===== src/rtl/vlp_pkg.sv =====
package vlp_pkg;

    localparam int HW_BITS   = 16;
    localparam int WIN_BYTES = 6;
    localparam int WIN_BITS  = WIN_BYTES * 8;
    localparam int CNT_W     = $clog2(WIN_BYTES + 1);

    localparam logic [1:0] MAJ_SHORT_OR_WIDE = 2'd0;
    localparam logic [1:0] MAJ_CALL          = 2'd1;
    localparam logic [3:0] SUB_WIDE32        = 4'd7;
    localparam logic [3:0] SUB_WIDE48        = 4'd15;

    typedef enum logic [1:0] {
        CLS_C16    = 2'd0,
        CLS_C32    = 2'd1,
        CLS_BASE32 = 2'd2,
        CLS_C48    = 2'd3
    } ins_class_e;

    typedef struct packed {
        logic [1:0] major;
        logic       wide;
        logic [3:0] sub;
    } head_fields_t;

    function automatic head_fields_t split_head(input logic [HW_BITS-1:0] hw);
        head_fields_t f;
        f.major = hw[15:14];
        f.wide  = hw[9];
        f.sub   = hw[8:5];
        return f;
    endfunction

    function automatic logic [CNT_W-1:0] length_of(input head_fields_t f);
        logic [CNT_W-1:0] n;
        n = CNT_W'(2);
        if (f.major == MAJ_CALL) begin
            n = CNT_W'(4);
        end else if (f.major == MAJ_SHORT_OR_WIDE) begin
            if (f.wide) n = CNT_W'(4);
        end else if (f.sub == SUB_WIDE32) begin
            n = CNT_W'(4);
        end else if (f.sub == SUB_WIDE48) begin
            n = CNT_W'(6);
        end
        return n;
    endfunction

endpackage


===== src/rtl/vlp_len_decode.sv =====
module vlp_len_decode
    import vlp_pkg::*;
(
    input  logic [HW_BITS-1:0] head,
    output logic [CNT_W-1:0]   need
);
    head_fields_t fields;

    always_comb begin
        fields = split_head(head);
        need   = length_of(fields);
    end
endmodule


===== src/rtl/vlp_assemble.sv =====
module vlp_assemble
    import vlp_pkg::*;
(
    input  logic [WIN_BITS-1:0] window,
    input  logic [CNT_W-1:0]    need,
    output logic [WIN_BITS-1:0] word,
    output ins_class_e          cls
);
    localparam int W16 = 16;
    localparam int W32 = 32;

    always_comb begin
        word = '0;
        cls  = CLS_C16;
        case (need)
            CNT_W'(4): begin
                word[W32-1:0] = window[WIN_BITS-1 -: W32];
                cls = (window[WIN_BITS-1 -: 2] == 2'b01) ? CLS_BASE32 : CLS_C32;
            end
            CNT_W'(6): begin
                word = window;
                cls  = CLS_C48;
            end
            default: begin
                word[W16-1:0] = window[WIN_BITS-1 -: W16];
                cls = CLS_C16;
            end
        endcase
    end
endmodule


===== src/rtl/vlp_predecode.sv =====
module vlp_predecode
    import vlp_pkg::*;
(
    input  logic          clk,
    input  logic          rst,
    input  logic [2:0]    in_count,
    input  logic [47:0]   in_bytes,
    input  logic          out_ready,
    output logic          out_valid,
    output logic [47:0]   out_word,
    output logic [2:0]    out_len,
    output logic [1:0]    out_class,
    output logic          out_trunc,
    output logic [2:0]    out_consume
);
    logic [CNT_W-1:0]    need;
    logic [CNT_W-1:0]    avail;
    logic [WIN_BITS-1:0] asm_word;
    ins_class_e          asm_cls;
    logic                enough;

    vlp_len_decode u_len (
        .head (in_bytes[WIN_BITS-1 -: HW_BITS]),
        .need (need)
    );

    vlp_assemble u_asm (
        .window (in_bytes),
        .need   (need),
        .word   (asm_word),
        .cls    (asm_cls)
    );

    always_comb begin
        avail  = (in_count > CNT_W'(WIN_BYTES)) ? CNT_W'(WIN_BYTES) : in_count;
        enough = (avail >= CNT_W'(2)) && (avail >= need);

        out_valid   = 1'b0;
        out_trunc   = 1'b0;
        out_len     = '0;
        out_word    = '0;
        out_class   = CLS_C16;
        out_consume = '0;
        if (!rst) begin
            if (enough) begin
                out_valid = 1'b1;
                out_len   = need;
                out_word  = asm_word;
                out_class = asm_cls;
                if (out_ready) out_consume = need;
            end else begin
                out_trunc = 1'b1;
            end
        end
    end

    AST_TRUNC_QUIET: assert property (@(posedge clk) disable iff (rst)
        out_trunc |-> (!out_valid && out_len == 3'd0 && out_consume == 3'd0));

    AST_SHORT_WINDOW: assert property (@(posedge clk) disable iff (rst)
        (in_count < 3'd2) |-> out_trunc);

    AST_TAKE_ON_ACCEPT: assert property (@(posedge clk) disable iff (rst)
        (out_consume != 3'd0) |-> (out_valid && out_ready && out_consume == out_len));

    AST_LEN_LEGAL: assert property (@(posedge clk) disable iff (rst)
        out_valid |-> (out_len == 3'd2 || out_len == 3'd4 || out_len == 3'd6));

    AST_CLASS_LEN: assert property (@(posedge clk) disable iff (rst)
        out_valid |-> (((out_class == CLS_C16) == (out_len == 3'd2)) &&
                       ((out_class == CLS_C48) == (out_len == 3'd6))));

    AST_BASE_CALL: assert property (@(posedge clk) disable iff (rst)
        (out_valid && out_class == CLS_BASE32) |-> (out_word[31:30] == 2'b01));

    AST_RESET_QUIET: assert property (@(posedge clk)
        rst |-> (!out_valid && !out_trunc && out_consume == 3'd0));
endmodule


===== config.mk =====
export PLATFORM = sky130hd
export DESIGN_NAME = vlp_predecode
export DESIGN_NICKNAME = d
export VERILOG_FILES = /design/src/rtl/vlp_pkg.sv /design/src/rtl/vlp_len_decode.sv /design/src/rtl/vlp_assemble.sv /design/src/rtl/vlp_predecode.sv
export SDC_FILE = /design/constraint.sdc
export NUM_CORES = 1
export LEC_CHECK = 0
export ABC_CLOCK_PERIOD_IN_PS = 4700
export BUFFER_PORTS_ARGS = -buffer_cell sky130_fd_sc_hd__clkbuf_2
export CAP_MARGIN = 10
export CORE_MARGIN = 5
export CORE_UTILIZATION = 41
export DETAILED_ROUTE_END_ITERATION = 10
export PLACE_DENSITY = 0.92
export SYNTH_ARGS = -nofsm -noshare
export SYNTH_HDL_FRONTEND = slang
export SYNTH_SLANG_ARGS = --single-unit

===== constraint.sdc =====
create_clock -name vclk -period 4.7
set_clock_uncertainty 0.15 [all_clocks]
set_input_delay 0 -clock vclk [all_inputs]
set_output_delay 0 -clock vclk [all_outputs]
set_load 0.005 [all_outputs]

# Word-level counts from Yosys, hierarchy flattened
# Cells that the tools add are included.
[op_classes]
reduce_logical = 2
eq_ne = 5
magnitude_cmp = 3
mux = 24
[op_table]
columns = ["cell", "n"]
rows = [
  ["48-bit 2-to-1 mux", 2],
  ["16-bit one-hot mux with 2 select lines", 2],
  ["3-bit 2-to-1 mux", 11],
  ["16-bit 2-to-1 mux", 1],
  ["3-bit == test (second input constant)", 2],
  ["2-bit 2-to-1 mux", 3],
  ["4-bit by 3-bit == test with 1-bit output (second input constant)", 1],
  ["4-bit == test (second input constant)", 1],
  ["1-bit 2-to-1 mux", 4],
  ["2-bit one-hot mux with 2 select lines", 1],
  ["3-bit by 2-bit >= comparator with 1-bit output (second input constant)", 1],
  ["3-bit >= comparator", 1],
  ["3-bit > comparator (second input constant)", 1],
  ["2-bit by 1-bit == test with 1-bit output (second input constant)", 1],
  ["2-bit logical NOT", 1],
  ["1-bit logical AND", 1],
]
[totals]
inputBits = 54
reg_bits = 0
wordCells = 34

# Logic depth before layout (Yosys ltp)
[depth]
word_depth = 9
mapped_depth = 11
ltp_nobuf = 8

# By module
# From an unflattened synthesis, not the netlist that was laid out.
[hier_totals]
cells_unflattened = 197
area_unflattened_um2 = 1825.5
[by_module_without_submodules]
columns = ["mod", "cells_per_inst", "n_inst", "area_each_um2"]
rows = [
  ["vlp_predecode", 94, 1, 893.4],
  ["vlp_assemble", 96, 1, 884.6],
  ["vlp_len_decode", 7, 1, 47.5],
]

# Worst setup path before layout
# OpenSTA, ideal clock, no wires.
[synth_timing]
path_type = "input port to output port"
start = "input port in_bytes[40]"
end = "output port out_class[0]"
arrival_time_ns = 1.583
required_time_ns = 4.550
slack_ns = 2.967
cell_stages = 11
cell_sequence = "and4b_1 > a21o_4 > inv_6 > buf_8 > ha_1 > nor2b_1 > o22a_1 > a31oi_1 > buf_4 > buf_6 > nor4_1"
[synth_between]
elab_chain_len = 9
elab_cells_between_ends = 13
[synth_rtl]
columns = ["element", "line_no", "rtl"]
rows = [
  ["start, declared", "vlp_predecode.sv:7", "input logic [47:0] in_bytes,"],
  ["4-bit == test", "vlp_pkg.sv:43", "end else if (f.sub == SUB_WIDE48) begin"],
  ["3-bit 2-to-1 mux", "vlp_pkg.sv:43", ""],
  ["3-bit 2-to-1 mux *", "vlp_pkg.sv:41", "end else if (f.sub == SUB_WIDE32) begin"],
  ["3-bit 2-to-1 mux *", "vlp_pkg.sv:39", "end else if (f.major == MAJ_SHORT_OR_WIDE) begin"],
  ["3-bit 2-to-1 mux *", "vlp_pkg.sv:37", "if (f.major == MAJ_CALL) begin"],
  ["3-bit >= comparator or 3-bit == test (tied branches)", "vlp_predecode.sv:36, vlp_assemble.sv:15", ""],
  ["1-bit logical AND or 2-bit one-hot mux with 2 select lines (tied branches)", "vlp_predecode.sv:36, vlp_assemble.sv:15", ""],
  ["2-bit 2-to-1 mux *", "vlp_predecode.sv:45", "if (enough) begin"],
  ["2-bit 2-to-1 mux *", "vlp_predecode.sv:44", "if (!rst) begin"],
  ["end, declared", "vlp_predecode.sv:12", "output logic [1:0] out_class,"],
]
# Every way passes the cells marked *; elsewhere a longest branch is shown, timed or not.

# Worst setup path after layout
[layout_timing]
start = "input port in_bytes[47]"
end = "output port out_word[2]"
[layout_between]
elab_chain_len = 7
elab_cells_between_ends = 11
[layout_rtl]
columns = ["element", "line_no", "rtl"]
rows = [
  ["2-bit logical NOT", "vlp_pkg.sv:39", ""],
  ["3-bit 2-to-1 mux", "vlp_pkg.sv:39", ""],
  ["3-bit 2-to-1 mux *", "vlp_pkg.sv:37", ""],
  ["3-bit >= comparator or 3-bit == test (tied branches)", "vlp_predecode.sv:36, vlp_assemble.sv:15", ""],
  ["1-bit logical AND or 16-bit one-hot mux with 2 select lines (tied branches)", "vlp_predecode.sv:36, vlp_assemble.sv:15", ""],
  ["48-bit 2-to-1 mux *", "vlp_predecode.sv:45", ""],
  ["48-bit 2-to-1 mux *", "vlp_predecode.sv:44", ""],
  ["end, declared", "vlp_predecode.sv:10", "output logic [47:0] out_word,"],
]
# Marked as above.

==> impl_metrics.toml <==
[status]
status = "complete, no violations"

[setup_path]
path_cells = "clkbuf_2 > nand4_1 > nand2_1 > inv_1 > ha_1 > nor2b_1 > o22a_1 > a31oi_4 > buf_4 > nor4_1 > clkbuf_2"
path_max_fanout = 29
crit_path_max_incr_delay_ns = 0.68
crit_type = "in -> out"
crit_buf_inv = 4
arrival_ns = 2.99
crit_slowest_cell = "a31oi_4"
crit_top_cell = "clkbuf_2"
end_kind = "primary output"
worst_setup_path_start_kind = "input port"
path_delay_family = "buffers and inverters"
worstPathRequired_ns = 4.55

[sta]
hold_violations = 0
totalNegativeSetupSlack_ns = 0
hold-worst-slack_ns = 0.125
fmax_ghz = 0.319
worstMarginPinSlew_ns = 0.902
relSlewSlack = 0.398
min_period_ns = 3.14
period_share = 0.668
rsz0062_at_grt = "no"
setup-violations-final = 0
slew_violations = 0

[global_routing]
track_usage = 0.203
antenna_found_initial = 0
grt_max_degree = 57
grt_overflow = 0
grt_pass1_vias = 1465
grt_util_met1 = 0.245
top_usage_layer = "met2"
grt_first_pass_wirelength_um = 6290
globalRouteMet2Util = 0.396
met3_usage = 0.0186

[route]
first_pass_iters = 4
viasPerCell = 5.76
ant_nets = 0
post_drt_wl_per_cell_um = 14.7
vias = 1664
drt_iter0_drc = 85
wl_um = 4250
drc_errors = 0

[placed_design]
io_buffers = 109
place_congestion = 0.910
dpl.hpwl_um = 3240

[final_layout]
final_common_cell = "clkbuf_2"
area_growth_pct = 42.2
final_util = 0.621
layout_common_cells = "109 x clkbuf_2, 25 x nor3_1, 15 x nand2_1, 15 x nor2_1"
drive_gt1_frac = 0.529
fin_nets = 317
nClkBuffers = 0
seq_cell_count = 0
area.sequential_um2 = 0
antenna_cells = 0

[die]
die_x_um = 62.1
core_area_um2 = 2540
ioPinCount = 112
dieArea_um2 = 3850
rows = 18
start_util = 0.437
die_h_um = 62.1

[logic_synthesis]
syn_area_um2 = 1110
yosys.cell_types.count = 34
yosysSeqAreaShare = 0
yosysWarnings = 0
syn-mean-instance-area_um2 = 6.57
postSynthCellCount = 169

[power_and_ir_drop]
power_uw = 160
p_leak_uw = 0.000749
power_per_cell_area_nw_per_um2 = 101
max-vdd-ir-drop_v = 0.000100

[flow_run]
drv_cap = 0

[clock_tree]
cts_hold_buf = 0
post_cts_resized = 0
cts_setup_buffers = 0

[min_path]
hold_class = "in -> out"
[power breakdown]
| group | switching, uW | total, uW | internal (uW) |
|---|---|---|---|
| registers | 0 | 0 | 0 |
| clock network | 0 | 0 | 0 |
| logic | 95.1 | 160 | 64.6 |
[through the flow]
stage	area (um2)	std cells	worst slack, ns
floorplan	1110	170	2.97
global placement	1580	289	1.58
detailed placement	1580	289	1.55
CTS	1580	289	1.55
global route	1580	289	1.32
finish	1580	289	1.56
[logic make-up (layout without fill, tap and decap cells)]
logic type,Yosys count,count (layout),synth area share
other,1,2,0.00338
adder cells (fa/ha/maj),3,3,0.0315
AND/OR/NAND/NOR,96,96,0.535
multiplexers,2,2,0.0203
AO/OA/AOI/OAI,39,39,0.252
buffers and inverters,28,117,0.158
[tightest hold or removal path: cells and delay by family]
family | cells | cell delay [ns]
buffers and inverters | 2 | 0.19
AND/OR/NAND/NOR | 2 | 0.09
[final timing paths]
path                     start              to  slack [ns]  cells after the start
setup / recovery  in_bytes[47]     out_word[2]        1.56                     11
hold / removal       out_ready  out_consume[1]        0.13                      4
[synth_stat cells, drive strengths merged, types with 2 or more instances]
library cell	number	area (um2)
a21oi	3	15.0
a22oi	14	105
buf	15	121
clkbuf	7	26.3
ha	2	25.0
inv	6	27.5
mux2	2	22.5
nand2	15	56.3
nand2b	3	18.8
nor2	15	56.3
nor2b	3	18.8
nor3	37	245
nor4	18	163
o21ai	2	10.0
o22ai	14	87.6
[metal layers]
metal	vias to the layer above	part of all wire
li1	819	-
met1	760	0.38
met2	83	0.50
met3	2	0.12
met4	0	0.0028
met5	-	0
[area by class of cell]
class / count / area [um2]
fill: 244 / 965
inverter: 6 / 27.5
multi-input combinational: 142 / 955
tap: 30 / 37.5
timing repair buffer: 111 / 561
Power figures use the tool's default switching activity.
